File: config.mk
export PLATFORM = sky130hd
export DESIGN_NAME = usr_shift_reg
export DESIGN_NICKNAME = d
export VERILOG_FILES = /design/src/rtl/usr_pkg.sv /design/src/rtl/usr_ctrl.sv /design/src/rtl/usr_cell.sv /design/src/rtl/usr_shift_reg.sv
export SDC_FILE = /design/constraint.sdc
export NUM_CORES = 1
export LEC_CHECK = 0
export BUFFER_PORTS_ARGS = -buffer_cell sky130_fd_sc_hd__buf_2
export CORE_AREA = 2 2 39 41
export DETAILED_ROUTE_END_ITERATION = 8
export DIE_AREA = 0 0 41 43
export GPL_TIMING_DRIVEN = 0
export PLACE_DENSITY = 0.67
export SLEW_MARGIN = 20
export SYNTH_ARGS = -nofsm -noshare
export SYNTH_HDL_FRONTEND = slang
export SYNTH_SLANG_ARGS = --single-unit
File: constraint.sdc
create_clock -name clk -period 1.1 [get_ports clk]
set_input_delay 0.055 -clock clk [delete_from_list [all_inputs] [get_ports clk]]
set_output_delay 0.055 -clock clk [all_outputs]
set_load 0.01 [all_outputs]
File: src/rtl/usr_pkg.sv
package usr_pkg;
  typedef enum logic [1:0] {
    MODE_HOLD = 2'b00,
    MODE_UP   = 2'b01,
    MODE_DOWN = 2'b10,
    MODE_LOAD = 2'b11
  } usr_mode_e;
endpackage

File: src/rtl/usr_ctrl.sv
module usr_ctrl
  import usr_pkg::*;
(
  input  logic [1:0] sel,
  input  logic       oe_a_n,
  input  logic       oe_b_n,
  output usr_mode_e  mode,
  output logic       port_drive
);
  logic enables_low;

  always_comb begin
    mode        = usr_mode_e'(sel);
    enables_low = ~oe_a_n & ~oe_b_n;
    port_drive  = enables_low & (mode != MODE_LOAD);
  end

  // The bus must never drive while it is taking in a word.
  always_comb begin
    if (sel == 2'b11) begin
      assert_no_drive_in_load_R6: assert (!port_drive);
    end
  end
endmodule

File: src/rtl/usr_cell.sv
module usr_cell
  import usr_pkg::*;
(
  input  logic      clk,
  input  logic      rst_n,
  input  usr_mode_e mode,
  input  logic      from_lo,
  input  logic      from_hi,
  input  logic      par_in,
  output logic      q
);
  logic q_nxt;

  always_comb begin
    unique case (mode)
      MODE_HOLD: q_nxt = q;
      MODE_UP:   q_nxt = from_lo;
      MODE_DOWN: q_nxt = from_hi;
      MODE_LOAD: q_nxt = par_in;
      default:   q_nxt = q;
    endcase
  end

  always_ff @(posedge clk or negedge rst_n) begin
    if (!rst_n) q <= 1'b0;
    else        q <= q_nxt;
  end
endmodule

File: src/rtl/usr_shift_reg.sv
module usr_shift_reg
  import usr_pkg::*;
#(
  parameter int WIDTH = 8
) (
  input  logic             clk,
  input  logic             rst_n,
  input  logic [1:0]       sel,
  input  logic             ser_lo_in,
  input  logic             ser_hi_in,
  input  logic             oe_a_n,
  input  logic             oe_b_n,
  input  logic [WIDTH-1:0] io_in,
  output logic [WIDTH-1:0] io_out,
  output logic             io_oe,
  output logic             ser_lo_out,
  output logic             ser_hi_out
);
  localparam int TOP = WIDTH - 1;

  usr_mode_e        mode;
  logic [WIDTH-1:0] q;

  usr_ctrl u_ctrl (
    .sel       (sel),
    .oe_a_n    (oe_a_n),
    .oe_b_n    (oe_b_n),
    .mode      (mode),
    .port_drive(io_oe)
  );

  for (genvar i = 0; i < WIDTH; i++) begin : g_bit
    logic lo_src;
    logic hi_src;
    if (i == 0) begin : g_first
      assign lo_src = ser_lo_in;
    end else begin : g_mid_lo
      assign lo_src = q[i-1];
    end
    if (i == TOP) begin : g_last
      assign hi_src = ser_hi_in;
    end else begin : g_mid_hi
      assign hi_src = q[i+1];
    end
    usr_cell u_cell (
      .clk    (clk),
      .rst_n  (rst_n),
      .mode   (mode),
      .from_lo(lo_src),
      .from_hi(hi_src),
      .par_in (io_in[i]),
      .q      (q[i])
    );
  end

  assign io_out     = q;
  assign ser_lo_out = q[0];
  assign ser_hi_out = q[TOP];

  assert_hold_keeps_R1: assert property (@(posedge clk) disable iff (!rst_n)
    sel == 2'b00 |=> $stable(q));

  assert_shift_up_R2: assert property (@(posedge clk) disable iff (!rst_n)
    sel == 2'b01 |=> q == {$past(q[TOP-1:0]), $past(ser_lo_in)});

  assert_shift_down_R4: assert property (@(posedge clk) disable iff (!rst_n)
    sel == 2'b10 |=> q == {$past(ser_hi_in), $past(q[TOP:1])});

  assert_load_word_R5: assert property (@(posedge clk) disable iff (!rst_n)
    sel == 2'b11 |=> q == $past(io_in));

  assert_drive_needs_enables_R6: assert property (@(posedge clk) disable iff (!rst_n)
    io_oe |-> (!oe_a_n && !oe_b_n));
endmodule

# Word-level counts from Yosys, hierarchy flattened
# Cells that the tools add are included.
# totals
reg_bits,8
input_bits,16
output_inout_bits,11
word_cells,25
# op_classes
eq_ne,4
mux,8
bitwise_logic,4
n_reduce_logical,1
# op_table
op,count
$pmux W1 S3,8
$eq A2 B2 Y1 const B,2
$and A1 B1 Y1,2
$eq A2 B1 Y1 const B,1
$logic_not A2 Y1,1
$ne A2 B2 Y1 const B,1
$not A1 Y1,2

# Longest topological paths before layout
# logic_depth
ltp_word,3
ltp_mapped,2
ltp_nobuf,1

# Hierarchy
# Synthesis repeated with hierarchy kept, for this count alone.
# hier_totals
cells_unflattened,27
hier_area_um2,467.9
# modules_own_cells
mod,instances,cells_each,area_per_inst_um2,seq_area_each_um2
usr_cell,8,2,47.5,25.0
usr_shift_reg,1,8,60.1,0.0
usr_ctrl,1,3,27.5,0.0

# Worst setup path before layout
# No wires, ideal clock.
# synth_path
path_type,reg-to-reg
start,"register, netlist name g_bit[0].u_cell.q"
end,register g_bit[0].u_cell.q
setup_time_ns,0.139
t_arrival_ns,0.852
required_ns,0.961
path_slack_ns,0.109
path_stages_with_launch,2
path_buffers,0
synth_period_minus_slack_ns,0.991
path_cell_list,dfrtp_1 > mux4_2
# synth_rtl
item,line,rtl
"end signal, assigned",usr_cell.sv:26,else q <= q_nxt;
"end, declared",usr_cell.sv:10,output logic q

==> results.py <==
metrics = {
    "timing": {
        "timing.final.crit_share_pct": 92.3,
        "slew_headroom_pct": 87.8,
        "skew_ns": 0.00365,
        "setup_viol": 0,
        "clock.fmax_mhz": 984,
        "setup_tns_ns": 0,
        "finalHoldViolations": 0,
        "period_needed_ns": 1.02,
        "rsz0062_at_grt": "false",
        "worstMarginPinSlew_ns": 0.183,
        "maxSlewViolCount": 0,
    },
    "setup_path": {
        "cp.required_ns": 1.22,
        "crit_fanout": 4,
        "cp.arrival_ns": 1.14,
        "crit_buf_inv": 0,
        "cp-end-kind": "flop",
        "worstSetupPathDepth": 1,
        "worstRegToRegCells": 1,
        "r2r_slack_ns": 0.08,
        "worstPathCellList": "mux4_2",
        "cpPeakStageDelay_ns": 0.47,
        "cp-start-kind": "flop",
        "cp_slowest_cell": "mux4_2",
        "path_delay_family": "multiplexers",
        "critPathKind": "flop to flop",
    },
    "final_layout": {
        "drive_gt1_share_pct": 81.8,
        "num-fill-cells": 126,
        "largest_reg_flops": 8,
        "num_antenna_cells": 0,
        "fin_nets": 73,
        "fin_cells": 71,
        "top_register": "g_bit.u_cell.q",
        "top_regs": "g_bit.u_cell.q (8)",
        "area_delta_synth_final_pct": 36.7,
    },
    "clock_network": {
        "ctsResizeCount": 0,
        "cts.path.max_buffers": 2,
        "clk_latency_ns": 0.25,
        "root_buffer": "clkbuf_4",
        "cts_made_buffers": 3,
        "cts.sinks": 8,
        "clk_pin_slew_worst_paths_ns": 0.06,
        "h-tree-depth": 1,
        "cts_tree": "yes",
    },
    "routing": {
        "drtPass1Iterations": 1,
        "drt-initial-drc-count": 0,
        "vias": 336,
        "detail-route-antenna-nets": 0,
        "vias_per_cell": 4.73,
        "finalWirelength_um": 894,
        "routedWlPerCell_um": 12.6,
        "drc_errors": 0,
    },
    "floorplanning": {
        "die_w_um": 41,
        "core_sq_mm": 0.00138,
        "start_util_pct": 34.0,
        "fp-row-count": 14,
        "die_area_sq_mm": 0.00176,
        "dieHeight_um": 43,
        "ios": 27,
    },
    "logic_synthesis": {
        "netlist_instances": 27,
        "yosysSeqAreaShare_pct": 42.6,
        "async_flop_share_pct": 100,
        "yosys.area.top_type": "dfrtp_1",
        "avgSynthCellArea_sq_um": 17.4,
        "syn_area_sq_um": 470,
        "yosys-top-cells-area": "dfrtp_1 43%, mux4_2 38%, buf_4 13%",
        "synth_top_area_share_pct": 42.6,
        "synth_edf_count": 0,
        "synth_cell_types": 5,
        "yosys_warnings": 0,
        "ys_ff_latch": 8,
        "synth_nets": 43,
        "netlist_top_cells_count": "8 x buf_4, 8 x dfrtp_1, 8 x mux4_2",
        "synthFlopType": "dfrtp_1",
    },
    "placement": {
        "hpwl_um": 648,
        "globalplace.congestion": 0.694,
        "dp_cells": 67,
        "io_buffers": 24,
    },
    "grt": {
        "grt_util_all_layers_pct": 12.8,
        "grt-busiest-layer": "met2",
        "grt_start_max_net_pins": 10,
        "grt_pass1_vias": 328,
        "grtUsageMet3_pct": 1.57,
        "antenna_found_initial": 0,
        "use_met2_pct": 17.2,
        "grt_use_met1_pct": 15.7,
        "globalRouteOverflowTotal": 0,
        "grt_pass1_wl_um": 1410,
    },
    "power_and_ir_drop": {
        "pwr_density_cell_mw_per_mm2": 1590,
        "leakage_nw": 0.310,
        "ir_drop_mv": 0.501,
    },
    "outcome": {
        "outcome": "finished, final reports clean",
    },
    "hold_path": {
        "hold_depth": 2,
        "hold_path_class": "input port to flop",
    },
    "flow_run": {
        "maxCapViolations": 0,
    },
}
==> layout by cell type, fill, tap and decap left out <==
cell	instances
buf_6	2
dfrtp_1	8
a211oi_1	1
dlygate4sd3_1	1
buf_2	24
buf_4	8
mux4_2	8
clkbuf_4	3
==> cell type report <==
cell class | count | area (sq um) | area share [%]
buffer | 10 | 82.6 | 12.8
clock buffer | 3 | 22.5 | 3.50
multi-input combinational | 9 | 188 | 29.2
sequential | 8 | 200 | 31.1
tap | 16 | 20.0 | 3.11
timing repair buffer | 25 | 130 | 20.2
==> report_power, final <==
part	internal (mW)	total, mW	switching, mW
combinational	0.250	0.367	0.117
clock	0.125	0.231	0.106
sequential	0.358	0.425	0.0665
total	0.734	1.02	0.289
==> worst paths after layout <==
path / start / endpoint
max in group asynchronous: rst_n / g_bit[4].u_cell.q
min in group asynchronous: rst_n / g_bit[0].u_cell.q
hold / removal: io_in[3] / g_bit[3].u_cell.q
setup reg to reg: g_bit[5].u_cell.q / g_bit[5].u_cell.q
setup / recovery: g_bit[5].u_cell.q / g_bit[5].u_cell.q
hold reg to reg: g_bit[7].u_cell.q / g_bit[7].u_cell.q
==> timing repair <==
| item | CTS | global route |
|---|---|---|
| hold buffers | 1 | 0 |
| setup buffers | 0 | 0 |
| hold endpoints to repair | 8 | 0 |
==> through the flow <==
stage	power, mW	setup slack (ns)	utilization [%]	cell area [sq um]	hold slack [ns]
2_1_floorplan	0.668	0.109	-	470	-0.241
6_report	1.02	0.0842	46.5	643	0.118
3_5_place_dp	0.796	0.0915	44.1	611	-0.0936
3_3_place_gp	0.788	0.119	44.1	611	-0.0993
4_1_cts	1.04	0.0841	46.5	643	0.110
5_1_grt	1.08	0.0647	46.5	643	0.111
==> logic make-up (layout without fill, tap and decap cells) <==
logic type,count (synthesis),count (layout),synth area share [%]
buffers and inverters,10,38,17.6
muxes,8,8,38.3
DFF,8,8,42.6
AOI/OAI and AO/OA,1,1,1.60
==> routing by layer <==
layer	share of wire [%]	vias to the layer above
met4	2.1	0
met3	6.6	2
met1	43	162
met5	0	-
met2	48	18
li1	-	154
Power figures use the tool's default switching activity.
